==> src/rtl/mm_dma_pkg.sv <==
package mm_dma_pkg;
  typedef enum logic [3:0] {
    ST_IDLE, ST_CMD, ST_AW, ST_W, ST_B, ST_AR, ST_R, ST_FIN, ST_CPL, ST_DRAIN
  } agent_state_t;

  localparam logic [1:0] BURST_INCR = 2'b01;

  function automatic logic resp_is_err(input logic [1:0] resp);
    return resp[1];
  endfunction
endpackage

==> src/rtl/mm_dma_fifo.sv <==
module mm_dma_fifo #(
  parameter int W     = 64,
  parameter int DEPTH = 32
) (
  input  logic         clk,
  input  logic         rst_n,
  input  logic         clr,
  input  logic         push,
  input  logic [W-1:0] din,
  input  logic         pop,
  output logic [W-1:0] dout,
  output logic         empty,
  output logic         full
);
  localparam int PW = $clog2(DEPTH);

  logic [W-1:0] store [DEPTH];
  logic [PW:0]  wp, rp;

  assign empty = (wp == rp);
  assign full  = (wp[PW] != rp[PW]) && (wp[PW-1:0] == rp[PW-1:0]);
  assign dout  = store[rp[PW-1:0]];

  always_ff @(posedge clk) begin
    if (!rst_n) begin
      wp <= '0;
      rp <= '0;
    end else if (clr) begin
      wp <= '0;
      rp <= '0;
    end else begin
      if (push && !full) wp <= wp + 1'b1;
      if (pop && !empty) rp <= rp + 1'b1;
    end
  end

  always_ff @(posedge clk) begin
    if (push && !full && !clr) store[wp[PW-1:0]] <= din;
  end
endmodule

==> src/rtl/mm_dma_burst_plan.sv <==
module mm_dma_burst_plan #(
  parameter int LEN_W      = 16,
  parameter int BEAT_BYTES = 8,
  parameter int MAX_BEATS  = 16,
  parameter int PAGE_BYTES = 4096,
  localparam int PAGE_W    = $clog2(PAGE_BYTES),
  localparam int OFF_W     = $clog2(BEAT_BYTES),
  localparam int BCNT_W    = $clog2(MAX_BEATS + 1)
) (
  input  logic [PAGE_W-1:0] page_off,
  input  logic [LEN_W-1:0]  rem_beats,
  output logic [BCNT_W-1:0] beats
);
  logic [31:0] page_left, cap;

  always_comb begin
    page_left = (32'(PAGE_BYTES) - 32'(page_off)) >> OFF_W;
    cap = 32'(MAX_BEATS);
    if (32'(rem_beats) < cap) cap = 32'(rem_beats);
    if (page_left < cap)      cap = page_left;
    beats = BCNT_W'(cap);
  end
endmodule

==> src/rtl/mm_dma_agent.sv <==
module mm_dma_agent
  import mm_dma_pkg::*;
#(
  parameter int ADDR_W     = 32,
  parameter int DATA_W     = 64,
  parameter int LEN_W      = 16,
  parameter int ID_W       = 4,
  parameter int AXI_ID     = 0,
  parameter int MAX_BEATS  = 16,
  parameter int FIFO_DEPTH = 32,
  localparam int BB        = DATA_W / 8,
  localparam int OFF_W     = $clog2(BB),
  localparam int BCNT_W    = $clog2(MAX_BEATS + 1),
  localparam int PAGE_W    = 12
) (
  input  logic              clk,
  input  logic              rst_n,
  input  logic              soft_rst_req,
  output logic              soft_rst_done,
  input  logic              desc_valid,
  output logic              desc_ready,
  input  logic              desc_dir,
  input  logic [ADDR_W-1:0] desc_dev_addr,
  input  logic [ADDR_W-1:0] desc_host_addr,
  input  logic [LEN_W-1:0]  desc_bytes,
  output logic              cmd_valid,
  input  logic              cmd_ready,
  output logic              cmd_is_read,
  output logic [ADDR_W-1:0] cmd_host_addr,
  output logic [LEN_W-1:0]  cmd_bytes,
  input  logic              hin_valid,
  output logic              hin_ready,
  input  logic [DATA_W-1:0] hin_data,
  output logic              hout_valid,
  input  logic              hout_ready,
  output logic [DATA_W-1:0] hout_data,
  output logic              hout_last,
  output logic              awvalid,
  input  logic              awready,
  output logic [ID_W-1:0]   awid,
  output logic [ADDR_W-1:0] awaddr,
  output logic [7:0]        awlen,
  output logic [2:0]        awsize,
  output logic [1:0]        awburst,
  output logic              wvalid,
  input  logic              wready,
  output logic [DATA_W-1:0] wdata,
  output logic [BB-1:0]     wstrb,
  output logic              wlast,
  input  logic              bvalid,
  output logic              bready,
  input  logic [1:0]        bresp,
  output logic              arvalid,
  input  logic              arready,
  output logic [ID_W-1:0]   arid,
  output logic [ADDR_W-1:0] araddr,
  output logic [7:0]        arlen,
  output logic [2:0]        arsize,
  output logic [1:0]        arburst,
  input  logic              rvalid,
  output logic              rready,
  input  logic [DATA_W-1:0] rdata,
  input  logic [1:0]        rresp,
  input  logic              rlast,
  output logic              cpl_valid,
  output logic [1:0]        cpl_status
);
  agent_state_t      state;
  logic              dir_rd;
  logic [ADDR_W-1:0] dev_addr, host_addr;
  logic [LEN_W-1:0]  len_bytes, rem_beats, out_left;
  logic [BCNT_W-1:0] wcnt, plan_beats;
  logic              err_bus, err_align, rst_pend;

  logic              f_push, f_pop, f_empty, f_full, f_clr;
  logic [DATA_W-1:0] f_din, f_dout;

  logic desc_fire, misaligned, rst_hit, last_burst;
  logic aw_fire, w_fire, b_fire, ar_fire, r_fire, hin_fire, hout_fire;

  mm_dma_burst_plan #(
    .LEN_W(LEN_W), .BEAT_BYTES(BB), .MAX_BEATS(MAX_BEATS), .PAGE_BYTES(1 << PAGE_W)
  ) u_plan (
    .page_off (dev_addr[PAGE_W-1:0]),
    .rem_beats(rem_beats),
    .beats    (plan_beats)
  );

  mm_dma_fifo #(.W(DATA_W), .DEPTH(FIFO_DEPTH)) u_buf (
    .clk(clk), .rst_n(rst_n), .clr(f_clr),
    .push(f_push), .din(f_din), .pop(f_pop),
    .dout(f_dout), .empty(f_empty), .full(f_full)
  );

  // descriptor intake and misalignment check
  assign desc_ready = (state == ST_IDLE) && !rst_pend && !soft_rst_req;
  assign desc_fire  = desc_valid && desc_ready;
  assign misaligned = (|desc_dev_addr[OFF_W-1:0]) || (|desc_host_addr[OFF_W-1:0]) ||
                      (|desc_bytes[OFF_W-1:0]) || (desc_bytes == '0);
  assign rst_hit    = rst_pend || soft_rst_req;
  assign last_burst = (rem_beats == LEN_W'(plan_beats));

  // command packet toward the arbiter
  assign cmd_valid     = (state == ST_CMD);
  assign cmd_is_read   = !dir_rd;
  assign cmd_host_addr = host_addr;
  assign cmd_bytes     = len_bytes;

  // AXI address channels, fixed ID
  assign awvalid = (state == ST_AW);
  assign arvalid = (state == ST_AR);
  assign awid    = ID_W'(AXI_ID);
  assign arid    = ID_W'(AXI_ID);
  assign awaddr  = dev_addr;
  assign araddr  = dev_addr;
  assign awlen   = 8'(plan_beats) - 8'd1;
  assign arlen   = 8'(plan_beats) - 8'd1;
  assign awsize  = 3'(OFF_W);
  assign arsize  = 3'(OFF_W);
  assign awburst = BURST_INCR;
  assign arburst = BURST_INCR;

  // write data: null beats once a soft reset is pending
  assign wvalid = (state == ST_W) && (rst_pend || !f_empty);
  assign wdata  = rst_pend ? '0 : f_dout;
  assign wstrb  = rst_pend ? '0 : '1;
  assign wlast  = (wcnt == BCNT_W'(1));
  assign bready = (state == ST_B);
  assign rready = (state == ST_R) && (rst_pend || !f_full);

  // host-facing data streams
  assign hin_ready  = (state == ST_DRAIN) ||
                      (!dir_rd && !rst_pend && !f_full &&
                       (state inside {ST_AW, ST_W, ST_B}));
  assign hout_valid = dir_rd && !f_empty && (state inside {ST_AR, ST_R, ST_FIN});
  assign hout_data  = f_dout;
  assign hout_last  = (out_left == LEN_W'(1));

  assign aw_fire   = awvalid && awready;
  assign w_fire    = wvalid && wready;
  assign b_fire    = bvalid && bready;
  assign ar_fire   = arvalid && arready;
  assign r_fire    = rvalid && rready;
  assign hin_fire  = hin_valid && hin_ready;
  assign hout_fire = hout_valid && hout_ready;

  assign f_clr  = (state == ST_DRAIN);
  assign f_push = (hin_fire && state != ST_DRAIN) || (r_fire && !rst_pend);
  assign f_din  = dir_rd ? rdata : hin_data;
  assign f_pop  = (w_fire && !rst_pend) || hout_fire;

  assign cpl_valid  = (state == ST_CPL);
  assign cpl_status = {err_align, err_bus};

  always_ff @(posedge clk) begin
    if (!rst_n) begin
      state         <= ST_IDLE;
      dir_rd        <= 1'b0;
      dev_addr      <= '0;
      host_addr     <= '0;
      len_bytes     <= '0;
      rem_beats     <= '0;
      out_left      <= '0;
      wcnt          <= '0;
      err_bus       <= 1'b0;
      err_align     <= 1'b0;
      rst_pend      <= 1'b0;
      soft_rst_done <= 1'b0;
    end else begin
      if (soft_rst_req) begin
        rst_pend      <= 1'b1;
        soft_rst_done <= 1'b0;
      end
      if (hout_fire) out_left <= out_left - 1'b1;

      case (state)
        ST_IDLE: begin
          if (rst_pend) begin
            state <= ST_DRAIN;
          end else if (desc_fire) begin
            dir_rd    <= desc_dir;
            dev_addr  <= desc_dev_addr;
            host_addr <= desc_host_addr;
            len_bytes <= desc_bytes;
            rem_beats <= desc_bytes >> OFF_W;
            out_left  <= desc_bytes >> OFF_W;
            err_bus   <= 1'b0;
            err_align <= misaligned;
            state     <= misaligned ? ST_CPL : ST_CMD;
          end
        end
        ST_CMD: begin
          if (cmd_ready) begin
            if (rst_hit)     state <= ST_DRAIN;
            else if (dir_rd) state <= ST_AR;
            else             state <= ST_AW;
          end
        end
        ST_AW: begin
          if (aw_fire) begin
            wcnt  <= plan_beats;
            state <= ST_W;
          end
        end
        ST_W: begin
          if (w_fire) begin
            wcnt <= wcnt - 1'b1;
            if (wlast) state <= ST_B;
          end
        end
        ST_B: begin
          if (b_fire) begin
            if (resp_is_err(bresp)) err_bus <= 1'b1;
            dev_addr  <= dev_addr + (ADDR_W'(plan_beats) << OFF_W);
            rem_beats <= rem_beats - LEN_W'(plan_beats);
            if (rst_hit)         state <= ST_DRAIN;
            else if (last_burst) state <= ST_CPL;
            else                 state <= ST_AW;
          end
        end
        ST_AR: begin
          if (ar_fire) state <= ST_R;
        end
        ST_R: begin
          if (r_fire) begin
            if (resp_is_err(rresp)) err_bus <= 1'b1;
            if (rlast) begin
              dev_addr  <= dev_addr + (ADDR_W'(plan_beats) << OFF_W);
              rem_beats <= rem_beats - LEN_W'(plan_beats);
              if (rst_hit)         state <= ST_DRAIN;
              else if (last_burst) state <= ST_FIN;
              else                 state <= ST_AR;
            end
          end
        end
        ST_FIN: begin
          if (rst_hit)                                                state <= ST_DRAIN;
          else if (out_left == '0 || (hout_fire && hout_last))        state <= ST_CPL;
        end
        ST_CPL: begin
          err_bus   <= 1'b0;
          err_align <= 1'b0;
          state     <= ST_IDLE;
        end
        ST_DRAIN: begin
          if (!hin_valid) begin
            dir_rd    <= 1'b0;
            dev_addr  <= '0;
            host_addr <= '0;
            len_bytes <= '0;
            rem_beats <= '0;
            out_left  <= '0;
            wcnt      <= '0;
            err_bus   <= 1'b0;
            err_align <= 1'b0;
            state     <= ST_IDLE;
            if (!soft_rst_req) begin
              rst_pend      <= 1'b0;
              soft_rst_done <= 1'b1;
            end
          end
        end
        default: state <= ST_IDLE;
      endcase
    end
  end
endmodule

==> config.mk <==
export PLATFORM = sky130hd
export DESIGN_NAME = mm_dma_agent
export DESIGN_NICKNAME = d
export VERILOG_FILES = /design/src/rtl/mm_dma_pkg.sv /design/src/rtl/mm_dma_fifo.sv /design/src/rtl/mm_dma_burst_plan.sv /design/src/rtl/mm_dma_agent.sv
export SDC_FILE = /design/constraint.sdc
export NUM_CORES = 2
export LEC_CHECK = 0
export BUFFER_PORTS_ARGS = -buffer_cell sky130_fd_sc_hd__buf_2
export CAP_MARGIN = 20
export CELL_PAD_IN_SITES_DETAIL_PLACEMENT = 1
export CELL_PAD_IN_SITES_GLOBAL_PLACEMENT = 1
export CORE_MARGIN = 5
export CORE_UTILIZATION = 40
export CTS_CLUSTER_SIZE = 24
export DETAILED_ROUTE_END_ITERATION = 10
export PLACE_DENSITY = 0.69
export SLEW_MARGIN = 20
export SYNTH_ARGS = -nofsm -noshare
export SYNTH_HDL_FRONTEND = slang
export SYNTH_SLANG_ARGS = --single-unit
==> constraint.sdc <==
create_clock -name clk -period 7.4 [get_ports clk]
set_clock_uncertainty 0.1 [all_clocks]
set_input_delay 0.37 -clock clk [delete_from_list [all_inputs] [get_ports clk]]
set_output_delay 0.37 -clock clk [all_outputs]
set_load 0.05 [all_outputs]
== After elaboration in Yosys (flattened, before gate mapping) ==
Memories as Yosys holds them, arrays and structs flattened. A register that Yosys moved wholly into a read port is not among the register bits.
Cells that the tools add are included.

* $add $sub $neg: 8
* Order comparisons: 2
* Equal/unequal tests: 31
* Mux-type cells: 81
* Bitwise gates (word level): 1
* Reduce and logical (&&, ||, !) cells: 61

{| class="wikitable"
|+ Operators by type and width
! operator !! count
|-
| $mux W32 || 8
|-
| $mux W16 || 13
|-
| $mux W64 || 2
|-
| $pmux W32 S4 || 1
|-
| $mux W4 || 18
|-
| $pmux W16 S2 || 2
|-
| $pmux W16 S4 || 1
|-
| $pmux W32 S2 || 1
|-
| $pmux W4 S9 || 1
|-
| $add A32 B8 Y32 || 1
|-
| $logic_not A16 Y1 || 2
|-
| $mux W5 || 6
|-
| $lt A29 B16 Y1 || 1
|-
| $logic_and A1 B1 Y1 || 25
|-
| $mux W1 || 21
|-
| $eq A16 B1 Y1 const B || 1
|-
| $eq A16 B5 Y1 || 1
|-
| $eq A4 B3 Y1 const B || 4
|-
| $lt A16 B5 Y1 const B || 1
|-
| $ne A2 B2 Y1 const B || 8
|-
| $sub A16 B1 Y16 const B || 1
|-
| $sub A16 B5 Y16 || 1
|-
| $pmux W5 S3 || 1
|-
| $sub A13 B12 Y14 const A || 1
|-
| 34 further kinds || 62
|}

* Flip-flop bits (word level): 138
* Bits in writable memories: 2,048
* Input bits: 226
* Output and inout bits: 298
* Logic and storage cells: 199
* Memories: 1

{| class="wikitable"
|+ Memories
! memory !! words !! bits a word !! rd ports !! clocked after memory_dff !! write ports !! line !! source
|-
| u_buf.store || 32 || 64 || 1 || 1 || 1 || mm_dma_fifo.sv:17 || <nowiki>logic [W-1:0] store [DEPTH];</nowiki>
|}

== Logic depth before layout (Yosys ltp) ==
* Depth in word-level cells: 13
* Gate-level depth with buffers: 26
* Gate-level depth less buffers: 24

== Hierarchy ==
A second synthesis with hierarchy kept.

* Cell total of the unflattened synthesis: 4,308
* Area total of the unflattened synthesis: 87,393.8 um^2

{| class="wikitable"
|+ By module, submodules not included
! module !! instances !! cells an instance !! area each (um^2) !! seq. area each (um^2)
|-
| mm_dma_fifo || 1 || 3,214 || 78,627.9 || 61,839.3
|-
| mm_dma_agent || 1 || 1,029 || 8,275.4 || 2,522.4
|-
| mm_dma_burst_plan || 1 || 65 || 490.5 || 0.0
|}

== Worst setup path after synthesis ==
OpenSTA, ideal clock, no wires.

* Path type: register to output
* From: reg dev_addr[2] (netlist: araddr[2])
* To: out arlen[6]
* Arrival: 6.241 ns
* Required time: 6.930 ns
* Path slack: 0.689 ns
* Cell stages (with the launch flop): 19
* Buffers on the path: 2
* Cells stage by stage: dfxtp_1 -> or4_1 -> or3_1 -> clkbuf_1 -> nor3_1 -> nand2b_1 -> nor3_1 -> xnor2_1 -> ha_1 -> and3_1 -> a221o_1 -> a41oi_2 -> nand2_1 -> nand3_1 -> o21ai_0 -> inv_1 -> nand3_1 -> nor3_1 -> buf_4

* Word-level cells in the longest chain between the ends: 4

{| class="wikitable"
|+ RTL lines
! element !! line !! source
|-
| start, declared || mm_dma_agent.sv:70 || <nowiki>logic [ADDR_W-1:0] dev_addr, host_addr;</nowiki>
|-
| start signal, assigned || mm_dma_agent.sv:182 || <nowiki>dev_addr <= desc_dev_addr;</nowiki>
|-
| start signal, assigned || mm_dma_agent.sv:214 || <nowiki>dev_addr <= dev_addr + (ADDR_W'(plan_beats) << OFF_W);</nowiki>
|-
| start signal, assigned || mm_dma_agent.sv:228 || <nowiki>dev_addr <= dev_addr + (ADDR_W'(plan_beats) << OFF_W);</nowiki>
|-
| $sub A13 B12 Y14 (*) || mm_dma_burst_plan.sv:17 || <nowiki>page_left = (32'(PAGE_BYTES) - 32'(page_off)) >> OFF_W;</nowiki>
|-
| $lt A29 B16 Y1 || mm_dma_burst_plan.sv:20 || <nowiki>if (page_left < cap) cap = page_left;</nowiki>
|-
| $mux W5 (*) || mm_dma_burst_plan.sv:20 ||
|-
| $sub A5 B1 Y6 (*) || mm_dma_agent.sv:117 || <nowiki>assign arlen = 8'(plan_beats) - 8'd1;</nowiki>
|-
| end, declared || mm_dma_agent.sv:57 || <nowiki>output logic [7:0] arlen,</nowiki>
|}

Every way passes the cells marked *; elsewhere a longest branch is shown, timed or not.

== Final worst setup path ==
* From: reg dev_addr[3] (netlist: araddr[3])
* To: reg dev_addr[20] (netlist: araddr[20])

* Word-level cells in the longest chain between the ends: 7
* Elaborated cells between the ends (all ways): 8
* Those cells by class: add/sub (2); order compare (1); mux (5)

{| class="wikitable"
|+ RTL lines
! element !! line !! source
|-
| $sub A13 B12 Y14 || mm_dma_burst_plan.sv:17 ||
|-
| $lt A29 B16 Y1 || mm_dma_burst_plan.sv:20 ||
|-
| $mux W5 || mm_dma_burst_plan.sv:20 ||
|-
| $add A32 B8 Y32 (*) || mm_dma_agent.sv:214, mm_dma_agent.sv:228 ||
|-
| $mux W32 || mm_dma_agent.sv:227 || <nowiki>if (rlast) begin</nowiki>
|-
| $mux W32 || mm_dma_agent.sv:225 || <nowiki>if (r_fire) begin</nowiki>
|-
| $pmux W32 S4 (*) || mm_dma_agent.sv:176 || <nowiki>case (state)</nowiki>
|}

Every way passes the cells marked *; elsewhere a longest branch is shown, timed or not. The select of a mux whose other input is x is not followed.
A chain may end at the register's enable or synchronous reset.

==> flow_summary.toml <==
[status]
status = "complete, no violations"

[drt]
drc = 0
vias = 46100
post_drt_wl_per_cell_um = 31.0
vias_per_cell = 5.83
drtAntennaViolNets = 0
firstDrtPassIters = 5
drt_iter0_markers = 4967
routed_wl_um = 245000

[yosys]
syn_area_um2 = 87300
synth.distinct_cells = 85
synth_simple_gate_area_share = 0.0306
synth_edf_count = 2048
muxShareOfSynthArea = 0.182
synthArstFlopShare = 0
syn_area_per_cell_um2 = 20.7
synthCells = 4226
synthFlopType = "edfxtp_1"
ys_seq_elements = 2191
synthAdderAreaFrac = 0.00450
synth.yosys.warnings = 0
seq_area_frac_synth = 0.737
synthXorXnorAreaFrac = 0.00591
synth_top_family_by_area = "multiplexers"
synth_compound_area_frac = 0.0218
synth_area_leaders = "edfxtp_1 (70%), mux4_2 (17%), dfxtp_1 (3.3%)"
synth_top_area_cell = "edfxtp_1"
netlist.area_leader.share = 0.705

[clocking]
cts.path.max_buffers = 3
cts_hold_buf = 87
cts_buffers = 220
cts_resized = 0
post_cts_buffers = 0
insertion_delay_ns = 0.82
ctsRootBufferMaster = "clkbuf_16"
cts_sinks = 2191
tritoncts = "built"
clk_pin_slew_ns = 0.06
cts_max_level = 4

[global_routing]
groute.usage.overall = 0.212
grt_max_degree = 136
gr-usage-met2 = 0.358
grt_pass1_wl_um = 353000
antenna_found_initial = 6
met3_usage = 0.0304
grt-ovfl-total = 0
top_usage_layer = "met2"
grt_pass1_vias = 48200
use_met1 = 0.286

[worst_setup_path]
path_max_fanout = 8
cp_num_buf_inv = 2
cp_data_arrival_time_ns = 7.41
cp.required_ns = 8.00
max_stage_delay_ns = 0.57
critical_path.most_common_cell = "nand2_1"
start_kind = "register"
critPathKind = "register to register"
crit_family = "simple AND/OR/NAND/NOR gates"
critPathCaptureType = "register"
crit_slowest_cell = "or4_1"
crit_chain = "or4_1 -> or3_1 -> nor3_1 -> nand2b_1 -> nor3_1 -> xnor2_1 -> ha_1 -> and3_1 -> a221o_1 -> a41oi_2 -> nand2_1 -> o21ba_1 -> ha_1 -> o211ai_1 -> nand2_1 -> nand2_1 -> a311oi_2 -> buf_4 -> nand3_1 -> and3_1 -> o31a_1 -> dlygate4sd3_1"

[die]
die_area_um2 = 228000
coreArea_um2 = 217000
die_y_um = 477
initial_core_util = 0.402
io_pins = 524
fp-row-count = 171
die_width_um = 477

[finish]
multi_input_area_um2 = 21800
nFillCells = 20000
seqCellArea_um2 = 64400
syn_to_final_growth_pct = 16.7
final_cells = 7904
drive_gt1_frac = 0.350
nets = 5117

[worst_hold_path]
hold_class = "primary input to register"

[timing]
fin_setup_tns_ns = 0
slew_viol_final = 0
post-route-period-util = 0.920
hold_viol = 0
finalSetupViolations = 0
min_period_ns = 6.81
worstMarginPinSlew_ns = 1.14
relSlewSlack = 0.240
rsz0062_at_grt = "false"
max_freq_mhz = 147

[placed_design]
gp_congestion = 0.877
io_buffers = 503
dp_hpwl_um = 134000
dp.cells = 7405

[power_and_ir_drop]
powerDensity_nw_per_um2 = 309
ir_worst_vdd_uv = 343
p_leak_nw = 32.1

[job]
drv_cap = 0
## registers in the layout, indices dropped and copies added (netlist names), 4 cells and up, named ones only
register / flops
cmd_bytes: 16
u_buf.rp: 6
state: 4
out_left: 16
u_buf.wp: 6
u_buf.store: 2048
wcnt: 5
cmd_host_addr: 32
araddr: 32
rem_beats: 16
## final timing paths
| check | start | end | slack (ns) | cells after the start |
|---|---|---|---|---|
| max | araddr[3] | araddr[20] | 0.59 | 22 |
| min | desc_bytes[8] | out_left[5] | 0.07 | 3 |
| max reg2reg | araddr[3] | araddr[20] | 0.59 | 22 |
| min reg2reg | cmd_bytes[5] | cmd_bytes[5] | 0.35 | 2 |
## placed cells by master (no fill, tap or decap), types with 33 or more instances in the layout
master and n:
edfxtp_1 2048, mux4_2 640, buf_2 503, clkbuf_16 222, nand2_1 141, dfxtp_1 137, mux2_2 128, a21oi_1 104
nor2_1 95, dlygate4sd3_1 87, and2_1 67, nand3_1 65, buf_4 55, clkinv_1 51, clkinv_2 47, buf_12 43
nor3_1 36, clkbuf_1 35, inv_1 34, o21ai_0 33, nor2_4 33
## worst min-delay path, stage by stage
cell and delay, ns:
buf_2 0.12, nand2_1 0.32, a21oi_1 0.11
## cell type report
type / count / area share
antenna: 4 / 0.0000983
clock buffer: 266 / 0.0569
clock inverter: 140 / 0.0137
inverter: 36 / 0.00135
multi-input combinational: 1721 / 0.214
sequential: 2191 / 0.632
tap: 2854 / 0.0351
timing repair buffer: 692 / 0.0469
## per-stage QoR
| stage | total power [mW] | cell area (um2) | hold slack (ns) | worst slack, ns | utilization |
|---|---|---|---|---|---|
| 4_1_cts | 31.7 | 102000 | 0.0224 | 0.662 | 0.469 |
| 3_3_place_gp | 20.4 | 93600 | 0.335 | 0.979 | 0.431 |
| 6_report | 31.5 | 102000 | 0.0721 | 0.589 | 0.469 |
| 2_1_floorplan | 19.1 | 87400 | 0.348 | 0.689 | - |
| 3_5_place_dp | 20.6 | 93700 | 0.346 | 0.915 | 0.431 |
| 5_1_grt | 32.7 | 102000 | 0.0258 | 0.173 | 0.469 |
## synthesized netlist by cell type (7+ instances only)
| master | instances |
|---|---|
| a31oi_1 | 13 |
| a22oi_1 | 19 |
| edfxtp_1 | 2048 |
| nor3_1 | 36 |
| nand2_1 | 142 |
| o22ai_1 | 13 |
| nor4_1 | 13 |
| nor2_1 | 132 |
| a21oi_1 | 104 |
| nand4_1 | 15 |
| ha_1 | 29 |
| xnor2_1 | 27 |
| xor2_1 | 30 |
| and2_1 | 67 |
| mux2_2 | 128 |
| nand3_1 | 65 |
| nand2b_1 | 7 |
| dfxtp_1 | 143 |
| a211oi_1 | 11 |
| a22o_1 | 10 |
| or3_1 | 17 |
| buf_1 | 46 |
| clkbuf_1 | 182 |
| o21ai_1 | 11 |
| and3_1 | 18 |
| mux4_2 | 640 |
| o21ai_0 | 33 |
| buf_4 | 69 |
| inv_1 | 36 |
## routing by layer
metal | share of wire | vias to the layer above
met5 | 0 | -
met4 | 0.031 | 0
met3 | 0.068 | 356
met2 | 0.50 | 2157
met1 | 0.40 | 24800
li1 | - | 18800
## cell families (layout without fill, tap and decap cells)
| logic type | Yosys count | count (layout) |
|---|---|---|
| AOI/OAI and AO/OA | 289 | 289 |
| muxes | 773 | 773 |
| xor gates and xnor gates | 58 | 58 |
| DFF | 2191 | 2191 |
| other | 2 | 27 |
| and+or+nand+nor | 546 | 546 |
| adders and majority gates | 32 | 32 |
| buffers and inverters | 335 | 1134 |
## power breakdown
group          switching (mW)  internal (mW)  leakage, nW
combinational            4.29           1.38         9.00
clock                    4.74           6.28         3.52
sequential              0.256           14.5         19.6
(Power assumes the default switching activity.)
